File: config.mk
export PLATFORM = sky130hd
export DESIGN_NAME = sysctl_cop
export DESIGN_NICKNAME = d
export VERILOG_FILES = /design/src/rtl/sysctl_pkg.sv /design/src/rtl/sysctl_decode.sv /design/src/rtl/sysctl_regfile.sv /design/src/rtl/sysctl_resp.sv /design/src/rtl/sysctl_cop.sv
export SDC_FILE = /design/constraint.sdc
export NUM_CORES = 1
export LEC_CHECK = 0
export ABC_AREA = 1
export ABC_CLOCK_PERIOD_IN_PS = 7300
export CAP_MARGIN = 0
export CORE_AREA = 2 2 131 159
export CTS_BUF_LIST = sky130_fd_sc_hd__clkbuf_4
export DETAILED_ROUTE_END_ITERATION = 12
export DIE_AREA = 0 0 133 161
export GPL_ROUTABILITY_DRIVEN = 0
export PLACE_DENSITY = 0.76
export REMOVE_ABC_BUFFERS = 1
export SYNTH_ARGS = -nofsm -noshare
export SYNTH_HDL_FRONTEND = slang
export SYNTH_SLANG_ARGS = --single-unit
File: constraint.sdc
create_clock -name clk -period 7.3 [get_ports clk]
set_input_delay 1.46 -clock clk [delete_from_list [all_inputs] [get_ports clk]]
set_output_delay 1.46 -clock clk [all_outputs]
set_load 0.005 [all_outputs]
File: src/rtl/sysctl_pkg.sv
package sysctl_pkg;

  localparam int NUM_STORE   = 4;
  localparam int NUM_MAINT   = 8;
  localparam int CODE_W      = 10;
  localparam logic [6:0] CLAIM_PATTERN = 7'b1110000;

  localparam int REG_ID_NUM  = 0;
  localparam int REG_CACHE   = 5;
  localparam int REG_TLB     = 6;
  localparam int TLB_OP_LO   = 2;
  localparam int TLB_OP_HI   = 6;

  typedef enum logic [2:0] {
    MT_INV_ALL_ID   = 3'd0,
    MT_INV_ALL_I    = 3'd1,
    MT_INV_ALL_D    = 3'd2,
    MT_CLEAN_ALL_D  = 3'd3,
    MT_FLUSH_ALL_D  = 3'd4,
    MT_INV_LINE_D   = 3'd5,
    MT_CLEAN_LINE_D = 3'd6,
    MT_FLUSH_LINE_D = 3'd7
  } maint_e;

  typedef enum logic [1:0] {
    RS_NONE  = 2'd0,
    RS_ID    = 2'd1,
    RS_CTYPE = 2'd2,
    RS_STORE = 2'd3
  } rdsrc_e;

  localparam logic [NUM_MAINT-1:0] LINE_MASK = 8'b1110_0000;

  function automatic logic [CODE_W-1:0] maint_code(input int idx);
    case (idx)
      0:       maint_code = 10'd28;
      1:       maint_code = 10'd20;
      2:       maint_code = 10'd12;
      3:       maint_code = 10'd10;
      4:       maint_code = 10'd14;
      5:       maint_code = 10'd13;
      6:       maint_code = 10'd11;
      default: maint_code = 10'd15;
    endcase
  endfunction

endpackage

File: src/rtl/sysctl_decode.sv
module sysctl_decode
  import sysctl_pkg::*;
#(
  parameter int REG_W = 4,
  parameter int OP_W  = 10,
  localparam int IDX_W = $clog2(NUM_STORE)
) (
  input  logic                 valid,
  input  logic                 write,
  input  logic [REG_W-1:0]     reg_num,
  input  logic [OP_W-1:0]      op,
  output logic [NUM_STORE-1:0] store_wr,
  output logic [IDX_W-1:0]     store_idx,
  output rdsrc_e               rd_src,
  output logic [NUM_MAINT-1:0] maint_hit,
  output logic                 tlb_hit,
  output logic                 illegal
);

  logic [NUM_MAINT-1:0] code_match;
  logic                 is_store;
  logic                 op_zero;
  logic                 tlb_range;

  for (genvar g = 0; g < NUM_MAINT; g++) begin : g_code
    assign code_match[g] = (op == OP_W'(maint_code(g)));
  end

  assign is_store  = (reg_num >= REG_W'(1)) && (reg_num <= REG_W'(NUM_STORE));
  assign store_idx = IDX_W'(reg_num - REG_W'(1));
  assign op_zero   = (op == '0);
  assign tlb_range = (op >= OP_W'(TLB_OP_LO)) && (op <= OP_W'(TLB_OP_HI));

  always_comb begin
    store_wr  = '0;
    rd_src    = RS_NONE;
    maint_hit = '0;
    tlb_hit   = 1'b0;
    illegal   = 1'b0;
    if (valid) begin
      if (write) begin
        if (is_store) begin
          if (op_zero) store_wr[store_idx] = 1'b1;
          else         illegal = 1'b1;
        end else if (reg_num == REG_W'(REG_CACHE)) begin
          maint_hit = code_match;
        end else if (reg_num == REG_W'(REG_TLB)) begin
          tlb_hit = tlb_range;
        end else begin
          illegal = 1'b1;
        end
      end else begin
        if (reg_num == REG_W'(REG_ID_NUM) && op_zero)                  rd_src = RS_ID;
        else if (reg_num == REG_W'(REG_ID_NUM) && op == OP_W'(1))      rd_src = RS_CTYPE;
        else if (is_store && op_zero)                                  rd_src = RS_STORE;
        else                                                           illegal = 1'b1;
      end
    end
  end

endmodule

File: src/rtl/sysctl_regfile.sv
module sysctl_regfile
  import sysctl_pkg::*;
#(
  parameter int DATA_W = 32,
  localparam int IDX_W = $clog2(NUM_STORE)
) (
  input  logic                              clk,
  input  logic                              rst_n,
  input  logic [NUM_STORE-1:0]              wr_en,
  input  logic [DATA_W-1:0]                 wdata,
  input  logic [IDX_W-1:0]                  rd_idx,
  output logic [DATA_W-1:0]                 rd_data,
  output logic [NUM_STORE-1:0][DATA_W-1:0]  words
);

  for (genvar g = 0; g < NUM_STORE; g++) begin : g_word
    always_ff @(posedge clk) begin
      if (!rst_n)        words[g] <= '0;
      else if (wr_en[g]) words[g] <= wdata;
    end
  end

  assign rd_data = words[rd_idx];

endmodule

File: src/rtl/sysctl_resp.sv
module sysctl_resp
  import sysctl_pkg::*;
#(
  parameter int          DATA_W     = 32,
  parameter logic [31:0] ID_WORD    = 32'h0,
  parameter logic [31:0] CTYPE_WORD = 32'h0
) (
  input  logic                 clk,
  input  logic                 rst_n,
  input  rdsrc_e               rd_src,
  input  logic [DATA_W-1:0]    store_rd,
  input  logic [DATA_W-1:0]    wdata,
  input  logic [NUM_MAINT-1:0] maint_hit,
  input  logic                 tlb_hit,
  input  logic                 illegal,
  output logic                 rsp_valid,
  output logic [DATA_W-1:0]    rsp_rdata,
  output logic                 rsp_illegal,
  output logic [NUM_MAINT-1:0] maint_pulse,
  output logic [DATA_W-1:0]    line_addr,
  output logic                 tlb_flush
);

  logic [DATA_W-1:0] rd_next;

  always_comb begin
    case (rd_src)
      RS_ID:    rd_next = DATA_W'(ID_WORD);
      RS_CTYPE: rd_next = DATA_W'(CTYPE_WORD);
      RS_STORE: rd_next = store_rd;
      default:  rd_next = '0;
    endcase
  end

  always_ff @(posedge clk) begin
    if (!rst_n) begin
      rsp_valid   <= 1'b0;
      rsp_rdata   <= '0;
      rsp_illegal <= 1'b0;
      maint_pulse <= '0;
      tlb_flush   <= 1'b0;
      line_addr   <= '0;
    end else begin
      rsp_valid   <= (rd_src != RS_NONE);
      rsp_rdata   <= rd_next;
      rsp_illegal <= illegal;
      maint_pulse <= maint_hit;
      tlb_flush   <= tlb_hit;
      if (|(maint_hit & LINE_MASK)) line_addr <= wdata;
    end
  end

endmodule

File: src/rtl/sysctl_cop.sv
module sysctl_cop
  import sysctl_pkg::*;
#(
  parameter int          DATA_W     = 32,
  parameter int          REG_W      = 4,
  parameter int          OP_W       = 10,
  parameter logic [31:0] ID_WORD    = 32'h4d11_0863,
  parameter logic [31:0] CTYPE_WORD = 32'h0d15_2152
) (
  input  logic                 clk,
  input  logic                 rst_n,
  input  logic                 req_valid,
  input  logic                 req_write,
  input  logic [REG_W-1:0]     req_reg,
  input  logic [OP_W-1:0]      req_op,
  input  logic [DATA_W-1:0]    req_wdata,
  output logic                 rsp_valid,
  output logic [DATA_W-1:0]    rsp_rdata,
  output logic                 rsp_illegal,
  output logic [7:0]           maint_pulse,
  output logic [DATA_W-1:0]    maint_line_addr,
  output logic                 tlb_flush,
  output logic [DATA_W-1:0]    sys_ctrl,
  output logic [DATA_W-1:0]    pt_base,
  output logic [DATA_W-1:0]    fault_status,
  output logic [DATA_W-1:0]    fault_addr,
  input  logic [31:0]          insn,
  output logic                 insn_claim
);

  localparam int IDX_W = $clog2(NUM_STORE);

  logic [NUM_STORE-1:0]             store_wr;
  logic [IDX_W-1:0]                 store_idx;
  rdsrc_e                           rd_src;
  logic [NUM_MAINT-1:0]             maint_hit;
  logic                             tlb_hit;
  logic                             illegal;
  logic [DATA_W-1:0]                store_rd;
  logic [NUM_STORE-1:0][DATA_W-1:0] words;

  sysctl_decode #(.REG_W(REG_W), .OP_W(OP_W)) u_dec (
    .valid     (req_valid),
    .write     (req_write),
    .reg_num   (req_reg),
    .op        (req_op),
    .store_wr  (store_wr),
    .store_idx (store_idx),
    .rd_src    (rd_src),
    .maint_hit (maint_hit),
    .tlb_hit   (tlb_hit),
    .illegal   (illegal)
  );

  sysctl_regfile #(.DATA_W(DATA_W)) u_regs (
    .clk     (clk),
    .rst_n   (rst_n),
    .wr_en   (store_wr),
    .wdata   (req_wdata),
    .rd_idx  (store_idx),
    .rd_data (store_rd),
    .words   (words)
  );

  sysctl_resp #(.DATA_W(DATA_W), .ID_WORD(ID_WORD), .CTYPE_WORD(CTYPE_WORD)) u_resp (
    .clk         (clk),
    .rst_n       (rst_n),
    .rd_src      (rd_src),
    .store_rd    (store_rd),
    .wdata       (req_wdata),
    .maint_hit   (maint_hit),
    .tlb_hit     (tlb_hit),
    .illegal     (illegal),
    .rsp_valid   (rsp_valid),
    .rsp_rdata   (rsp_rdata),
    .rsp_illegal (rsp_illegal),
    .maint_pulse (maint_pulse),
    .line_addr   (maint_line_addr),
    .tlb_flush   (tlb_flush)
  );

  assign sys_ctrl     = words[0];
  assign pt_base      = words[1];
  assign fault_status = words[2];
  assign fault_addr   = words[3];

  assign insn_claim = (insn[31:25] == CLAIM_PATTERN);

endmodule

### Word level (Yosys, flattened, before mapping)

Index checks and enable logic that the tools add are counted.

| operators by class | value |
|---|---|
| equal/unequal tests | 15 |
| muxes and demuxes | 26 |
| shift operators | 0 |
| reductions and logical operators | 13 |
| bitwise gates (word level) | 5 |
| $lt $le $gt $ge | 6 |
| div/mod/pow operators | 0 |
| $mul | 0 |
| $add $sub $neg | 1 |

Operators by type and width:

| operator | number |
|---|---|
| 32-bit case mux with 3 select lines | 1 |
| 32-bit binary-select mux with 2-bit select | 1 |
| 10-bit by 4-bit equality test with 1-bit output, second input constant | 6 |
| 32-bit two-way mux | 1 |
| 8-bit two-way mux | 4 |
| 10-bit by 5-bit equality test with 1-bit output, second input constant | 2 |
| 4-bit two-way mux | 4 |
| 10-bit by 1-bit equality test with 1-bit output, second input constant | 1 |
| 10-bit by 2-bit greater-or-equal comparator with 1-bit output, second input constant | 1 |
| 10-bit by 3-bit less-or-equal comparator with 1-bit output, second input constant | 1 |
| 10-bit logical NOT | 1 |
| 2-bit two-way mux | 5 |
| 1-bit two-way mux | 9 |
| 4-bit by 3-bit equality test with 1-bit output, second input constant | 2 |
| 7-bit equality test, second input constant | 1 |
| 1-bit logical AND | 6 |
| 6-bit OR reduction | 1 |
| 1-bit inverter | 5 |
| 5-bit OR reduction | 1 |
| 2-bit equality test, second input constant | 2 |
| 4-bit by 1-bit greater-or-equal comparator with 1-bit output, second input constant | 1 |
| 4-bit by 3-bit less-or-equal comparator with 1-bit output, second input constant | 1 |
| 4-bit logical NOT | 1 |
| 2-bit by 3-bit < comparator with 1-bit output, second input constant | 1 |
| 7 further kinds | 7 |

| storage, ports and cells | value |
|---|---|
| memory bits (read-only) | 0 |
| latch bits | 0 |
| memory bits (writable) | 0 |
| memories | 0 |
| register bits | 203 |
| word-level logic and storage cells | 77 |

### Longest topological paths before layout

Gate-level depths: netlist of the first run.

| depth | value |
|---|---|
| word-level depth | 10 |
| mapped depth | 13 |
| mapped depth without buffers | 12 |

### Cells and area by module

Synthesis of the first run repeated with hierarchy kept, for this count alone.

| unflattened totals | value |
|---|---|
| cell total of the unflattened synthesis | 1379 |
| area total of the unflattened synthesis | 9205.1 µm² |

By module, submodules not included:

| module | times used | cells an instance | area each (µm²) |
|---|---|---|---|
| sysctl_regfile | 1 | 928 | 5955.7 |
| sysctl_resp | 1 | 347 | 2710.1 |
| sysctl_decode | 1 | 99 | 516.7 |
| sysctl_cop | 1 | 5 | 22.5 |

### Worst setup path after synthesis of the first run

No wires, ideal clock.

| timing | value |
|---|---|
| kind | in2reg |
| start | in req_reg[0] |
| end | reg u_resp.rsp_rdata[14] |
| required time | 7179 ps |
| cell stages on the path | 12 |
| arrival | 3211 ps |
| path slack | 3968 ps |
| library setup time | 121 ps |
| cells stage by stage | inv_1 -> clkbuf_1 -> clkbuf_1 -> ha_1 -> inv_1 -> nor3_1 -> inv_1 -> nand4_4 -> nor2_8 -> inv_2 -> buf_6 -> a21oi_2 |

| between the ends | value |
|---|---|
| cells in the longest elaborated chain, start to end | 10 |
| elaborated cells on any way between the ends | 19 |
| classes of those cells | 1 x add/sub; 2 x order compare; 3 x eq/ne; 8 x mux; 5 x reduce/logical |

RTL lines:

| element | RTL line | source |
|---|---|---|
| start, declared | sysctl_cop.sv:14 | `input logic [REG_W-1:0] req_reg,` |
| 4-bit by 1-bit greater-or-equal comparator with 1-bit output or 4-bit by 3-bit less-or-equal comparator with 1-bit output (tied branches) | sysctl_decode.sv:29 | `assign is_store = (reg_num >= REG_W'(1)) && (reg_num <= REG_W'(NUM_STORE));` |
| 1-bit logical AND | sysctl_decode.sv:29 |  |
| 1-bit logical AND | sysctl_decode.sv:55 | `else if (is_store && op_zero) rd_src = RS_STORE;` |
| 2-bit two-way mux | sysctl_decode.sv:55 |  |
| 2-bit two-way mux | sysctl_decode.sv:54 | `else if (reg_num == REG_W'(REG_ID_NUM) && op == OP_W'(1)) rd_src = RS_CTYPE;` |
| 2-bit two-way mux | sysctl_decode.sv:53 | `if (reg_num == REG_W'(REG_ID_NUM) && op_zero) rd_src = RS_ID;` |
| 2-bit two-way mux | sysctl_decode.sv:41 | `if (write) begin` |
| 2-bit two-way mux | sysctl_decode.sv:40 | `if (valid) begin` |
| 2-bit equality test or 2-bit by 1-bit equality test with 1-bit output (tied branches) | sysctl_resp.sv:27 | `case (rd_src)` |
| 32-bit case mux with 3 select lines * | sysctl_resp.sv:27 |  |
| end signal, assigned | sysctl_resp.sv:45 | `rsp_rdata <= rd_next;` |
| end, declared | sysctl_resp.sv:17 | `output logic [DATA_W-1:0] rsp_rdata,` |

Mark *: on every way between the ends. The rest lies on a longest branch, timed or not. The select of a mux whose other input is x is not followed.
A chain may end at the register's enable or synchronous reset.

### Worst setup path in the final report of the first run

| timing | value |
|---|---|
| start | in req_reg[1] |
| end | reg u_resp.line_addr[19] |

| between the ends | value |
|---|---|
| cells in the longest elaborated chain, start to end | 6 |
| elaborated cells on any way between the ends | 9 |
| classes of those cells | 2 x order compare; 1 x eq/ne; 4 x mux; 2 x reduce/logical |

RTL lines:

| element | RTL line | source |
|---|---|---|
| 4-bit by 1-bit greater-or-equal comparator with 1-bit output, or another cell as far along | sysctl_decode.sv:29 |  |
| 1-bit logical AND or 8-bit two-way mux (tied branches) | sysctl_decode.sv:29, sysctl_decode.sv:45 |  |
| 8-bit two-way mux * | sysctl_decode.sv:42 | `if (is_store) begin` |
| 8-bit two-way mux * | sysctl_decode.sv:41 |  |
| 8-bit two-way mux * | sysctl_decode.sv:40 |  |
| 3-bit OR reduction * | sysctl_resp.sv:49 | `if (\|(maint_hit & LINE_MASK)) line_addr <= wdata;` |
| end signal, assigned | sysctl_resp.sv:49 |  |
| end, declared | sysctl_resp.sv:20 | `output logic [DATA_W-1:0] line_addr,` |

Mark *: on every way between the ends. The rest lies on a longest branch, timed or not.

==> results of run 1 <==
[cells in the final DEF (no fill, tap or decap), types with 2 or more instances in the layout]
cell             instances
nand3_1                 17
clkdlybuf4s50_1        258
nand2_1                259
nand3_2                  6
diode_2                  2
nor2_8                   2
o21ai_0                 84
nor4_1                   2
clkinv_1                12
inv_1                  181
o211ai_1                32
a21oi_1                183
a21oi_2                 10
buf_4                   11
clkbuf_4                72
dfxtp_1                203
o21ai_1                 15
ha_1                     3
nand3b_1                 3
nand4_1                 36
inv_2                    5
nor2_2                   4
nor3_1                   4
nor2_1                  49
nor2_4                   3
[registers in the layout (all words and copies together), names as in the netlist]
register and flops:
u_resp.rsp_illegal 1, u_regs.words 128, u_resp.maint_pulse 8, u_resp.line_addr 32, u_resp.rsp_valid 1, u_resp.tlb_flush 1
u_resp.rsp_rdata 32
[stage by stage]
step	cells	worst slack (ps)	area [um^2]	hold slack, ps	power (uW)
finish	1730	3070	11900	536	2170
CTS	1728	3100	11900	536	2200
global placement	1642	2540	11300	516	1260
detailed placement	1642	2480	11300	525	1270
global route	1730	2890	11900	545	2270
floorplan	1107	2490	8280	517	1190
[worst paths after layout]
path,endpoint,slack [ps],cells past startpoint
worst max-delay path,u_resp.line_addr[19],3070,10
worst min-delay path,u_regs.words[112],540,4
worst max register to register,u_resp.rsp_rdata[26],6350,4
worst min register to register,u_regs.words[112],540,4
[cell type report]
cell class / instances / area, um^2 / area share [%]
Antenna cell: 2 / 5.00 / 0.0420
Clock buffer: 72 / 541 / 4.53
Sequential cell: 203 / 4060 / 34.1
Clock inverter: 14 / 80.1 / 0.672
Timing Repair Buffer: 270 / 2670 / 22.4
Inverter: 186 / 698 / 5.86
Multi-Input combinational cell: 718 / 3530 / 29.6
Tap cell: 265 / 332 / 2.78
[layer usage]
metal	global-route usage [%]	up-vias	wire (um)
li1	-	4341	-
met1	28.6	4053	10700
met2	43.4	386	13500
met3	6.47	55	2270
met4	11.4	0	905
met5	0	-	0
[cell families after synthesis]
kind of cell / synth area share [%]
AO/OA/AOI/OAI: 20.3
adder cells (fa/ha/maj): 0.580
buffers and inverters: 12.1
flip-flops: 47.1
AND/OR/NAND/NOR: 19.9
[tightest hold or removal path, cell delays in order (launching register included)]
cell	delay, ps
dfxtp_1	310
inv_1	60
nand2_1	50
nand2_1	50
a21oi_1	30
[power by group]
group,internal (uW),switching [uW],leakage (uW),total (uW)
Sequential,1110,0.0889,0.00163,1110
Clock,486,446,0.000371,931
Combinational,49.8,84.6,0.00340,134
==> flow_metrics.tcl, run 1 <==
set metrics [dict create \
    synth_top_area_share_pct 47.1 \
    h-tree-depth 2 \
    cts_hold_buf 0 \
    cp_top_family "simple AND/OR/NAND/NOR gates" \
    cp_max_fo 34 \
    setup.worst_path.class "in2reg" \
    peakVddDrop_mv 0.112 \
    synth.most_common_cell "nand2_1" \
    ys_top_cells_by_area "dfxtp_1 47%, nand2_1 11%, a21oi_1 11%" \
    crit_slowest_cell "nand3_2" \
    finalNetCount 1517 \
    numCtsBuffers 52 \
    cts-resized-gates 0 \
    grt-ovfl-total 0 \
    cp.arrival_ps 4740 \
    cp-end-kind "register" \
    setup_tns_ps 0 \
    drt-total-wl_mm 27.3 \
    synthCells 1183 \
    setup_viol 0 \
    slew_headroom_pct 35.4 \
    cts_sinks 203 \
    clk_latency_ps 650 \
    num_vias 8835 \
    fmax_mhz 236 \
    max_stage_delay_ps 960 \
    layout-drive-gt1-share_pct 8.34 \
    min_from "u_regs.words[112]" \
    ys_types 30 \
    finClkSkew_ps 43.5 \
    hpwl_mm 17.1 \
    finalHoldViolations 0 \
    r2r_start "u_regs.words[90]" \
    grt_pass1_vias 8417 \
    worst_setup_path_start_kind "input pin" \
    drc_errors 0 \
    yosysTopAreaCell "dfxtp_1" \
    port_buffers 260 \
    crit_start "req_reg[1]" \
    start_util_pct 43.3 \
    wl_per_cell_um 15.8 \
    cts_root_buf "clkbuf_4" \
    worst_pin_slew_ps 969 \
    core_mm2 0.0199 \
    num_rows 57 \
    clk_pin_slew_worst_paths_ps 60 \
    post-route-min-period_ps 4230 \
    p_leak_uw 0.00541 \
    first_iter_violations 654 \
    ios 286 \
    async_flop_share_pct 0 \
    fillers 1825 \
    crit_chain "clkdlybuf4s50_1 > inv_1 > ha_1 > nand4_1 > nor2_2 > nand3_2 > nand3_2 > nand2_1 > inv_1 > nor2_1" \
    cts_tree "built" \
    grt_pass1_wl_mm 43.1 \
    groute.usage.overall_pct 24.9 \
    rsz0062_at_grt "false" \
    status "finished clean" \
    finalCritPeriodShare_pct 58.0 \
    cp_num_buf_inv 3 \
    avgSynthCellArea_um2 7.29 \
    die_x_um 133 \
    fin_util_pct 59.9 \
    cp.required_ps 7800 \
    ys_seq_area_share_pct 47.1 \
    post_cts_buffers 0 \
    synthToLayoutAreaGrowth_pct 38.3 \
    die_y_um 161 \
    maxCapViolations 0 \
    synth-edff-count 0 \
    ant_nets 0 \
    yosys_warnings 0 \
    grt_max_degree 94 \
    grt_antenna_before_repair 2 \
    slew_viol_final 0 \
    power_per_cell_area_mw_per_mm2 182 \
    min_path_type "reg2reg" \
    clockBufferDepth 3 \
    ys_ff_latch 203 \
    syn_area_mm2 0.00862 \
    die_area_mm2 0.0214 \
    first_pass_iters 5 \
    drt-vias-per-instance 5.11 \
    ys.flop_type "dfxtp_1" \
    netlist_top_cells_count "259 x nand2_1, 203 x dfxtp_1, 183 x a21oi_1, 183 x inv_1, 84 x o21ai_0" \
]
(Power assumes the default switching activity.)
==> run 2, diff against run 1 <==
ABC_CLOCK_PERIOD_IN_PS = 3490   (was 7300)
CORE_AREA = 2 2 133 161   (was 2 2 131 159)
DIE_AREA = 0 0 135 163   (was 0 0 133 161)
PLACE_DENSITY = 0.78   (was 0.76)
clock period = 3.49 ns   (was 7.3 ns; I/O delays follow)
==> run 2 against run 1 <==
Critical path depth down 6. Sequential power is 110% higher. Register-to-register slack got worse by 3800 ps. First-iteration DRC count decreased by 7.3%. Global-route usage up 0.13 points. Via count increased by 0.96%. Clock power up 110%. Critical path type is now in2out. Cell count grew 1.2%. Sequential share of layout area down 0.33 points. Utilization shrank 1.5 points.
==> flow_metrics.tcl, run 2 (synthesis gave the netlist of run 1 again) <==
set metrics [dict create \
    status "finished clean" \
    path_common_cell "clkdlybuf4s50_1" \
    numCtsBuffers 51 \
    die_area_mm2 0.0220 \
    final_cell_count_no_fill 1750 \
    dp.cells 1658 \
    clk_latency_ps 650 \
    p_leak_uw 0.00548 \
    reg2regPathDepth 4 \
    largest_register_ff_count 128 \
    num_rows 58 \
    die_y_um 163 \
    drt-vias-per-instance 5.10 \
    fin_util_pct 58.4 \
    crit_slowest_cell "clkdlybuf4s50_1" \
    top_register "u_regs.words" \
    final_common_cell "nand2_1" \
    setup_viol 0 \
    finalNetCount 1527 \
    grt_antenna_before_repair 3 \
    min_path_type "in2reg" \
    drc_errors 0 \
    cts_root_buf "clkbuf_4" \
    cp_max_fo 1 \
    crit_chain "clkdlybuf4s50_1 > nand2_1 > nor4_1 > clkdlybuf4s50_1" \
    ant_nets 0 \
    slew_headroom_pct 51.1 \
    port_buffers 260 \
    cp-end-kind "output pin" \
    crit_end "insn_claim" \
    clockBufferDepth 3 \
    first_pass_iters 5 \
    setup.worst_path.class "in2out" \
    seq_area_mm2 0.00406 \
    grt_pass1_wl_mm 43.6 \
    cp.required_ps 2790 \
    r2r_end "u_resp.rsp_rdata[26]" \
    cts-resized-gates 0 \
    start_util_pct 41.8 \
    first_iter_violations 606 \
    finClkSkew_ps 34.0 \
    clk_pin_slew_worst_paths_ps 70 \
    post_cts_buffers 0 \
    finalCritPeriodShare_pct 76.2 \
    reg_top3 "u_regs.words (128), u_resp.line_addr (32), u_resp.rsp_rdata (32)" \
    cp.arrival_ps 1960 \
    post-route-min-period_ps 2660 \
    drt-total-wl_mm 28.0 \
    finalHoldViolations 0 \
    num_vias 8920 \
    wl_per_cell_um 16.0 \
    fmax_mhz 376 \
    h-tree-depth 2 \
    crit_start "insn[29]" \
    cp_top_family "buffers and inverters" \
    ios 286 \
    slew_viol_final 0 \
    worst_setup_path_start_kind "input pin" \
    core_mm2 0.0206 \
    cts_hold_buf 0 \
    rsz0062_at_grt "false" \
    fillers 1889 \
    layout_common_cells "259 x nand2_1, 258 x clkdlybuf4s50_1, 203 x dfxtp_1, 183 x a21oi_1, 182 x inv_1" \
    grt-ovfl-total 0 \
    layout-drive-gt1-share_pct 9.21 \
    grt_max_degree 105 \
    ff2ff_setup_slack_ps 2510 \
    max_stage_delay_ps 540 \
    cts_tree "built" \
    grt_pass1_vias 8570 \
    maxCapViolations 0 \
    r2r_start "u_regs.words[122]" \
    multi_input_area_mm2 0.00353 \
    cts_sinks 203 \
    hpwl_mm 18.2 \
    cp.depth 4 \
    groute.usage.overall_pct 25.0 \
    power_per_cell_area_mw_per_mm2 377 \
    peakVddDrop_mv 0.208 \
    worst_pin_slew_ps 734 \
    synthToLayoutAreaGrowth_pct 39.6 \
    cp_num_buf_inv 2 \
    die_x_um 135 \
]
run 2: cell count changes in the layout (fill, tap and decap cells not counted), sizes merged:
cell	before	now
bufinv	1	0
inv	186	187
clkbuf	72	75
diode	2	3
clkinv	13	12
clkinvlp	0	1
buf	12	23
run 2: per-layer routing:
metal  share of wire (%)  vias up  global-route usage, %
met1                  39     4079                   28.1
met5                   0        -                      0
li1                    -     4360                      -
met4                 4.8        0                   13.9
met2                  49      382                   43.1
met3                 7.6       99                   6.38
run 2: worst min-delay path by stage:
stage	from	end	slack (ps)	cells past startpoint
2_1_floorplan	u_regs.words[74]	u_regs.words[74]	520	2
3_3_place_gp	u_regs.words[59]	u_regs.words[59]	520	2
3_5_place_dp	u_regs.words[88]	u_regs.words[88]	530	2
4_1_cts	rst_n	u_regs.words[122]	330	3
5_1_grt	rst_n	u_regs.words[122]	340	3
6_report	rst_n	u_regs.words[122]	390	3
run 2: through the flow:
stage	TNS, ps	total power (uW)	setup slack, ps	instance area [um^2]	hold WS [ps]
after floorplan	-31590	2500	-556	8280	517
after global placement	0	2650	583	11400	519
after detailed placement	0	2650	519	11400	526
after CTS	0	4590	813	12000	329
after global routing	0	4750	652	12000	341
final	0	4540	830	12000	388
run 2: worst register-to-register path: stages (launching register included):
cell and delay (ps):
dfxtp_1 370, inv_1 70, o21ai_0 190, a21oi_1 90
a21oi_1 170
run 2: power breakdown:
group / switching [uW] / internal [uW] / leakage [uW]
clock network: 957 / 980 / 0.000371
registers: 0.190 / 2320 / 0.00163
logic: 180 / 109 / 0.00347
total: 1140 / 3410 / 0.00548
run 2: cell type report:
| type | instances | area share (%) |
|---|---|---|
| flip-flops and latches | 203 | 33.8 |
| multi-input cells | 718 | 29.3 |
| repair buffers | 281 | 23.1 |
| inverters | 186 | 5.80 |
| clock buffers | 75 | 4.68 |
| well taps | 270 | 2.81 |
| clock inverters | 14 | 0.478 |
| diodes | 3 | 0.0624 |
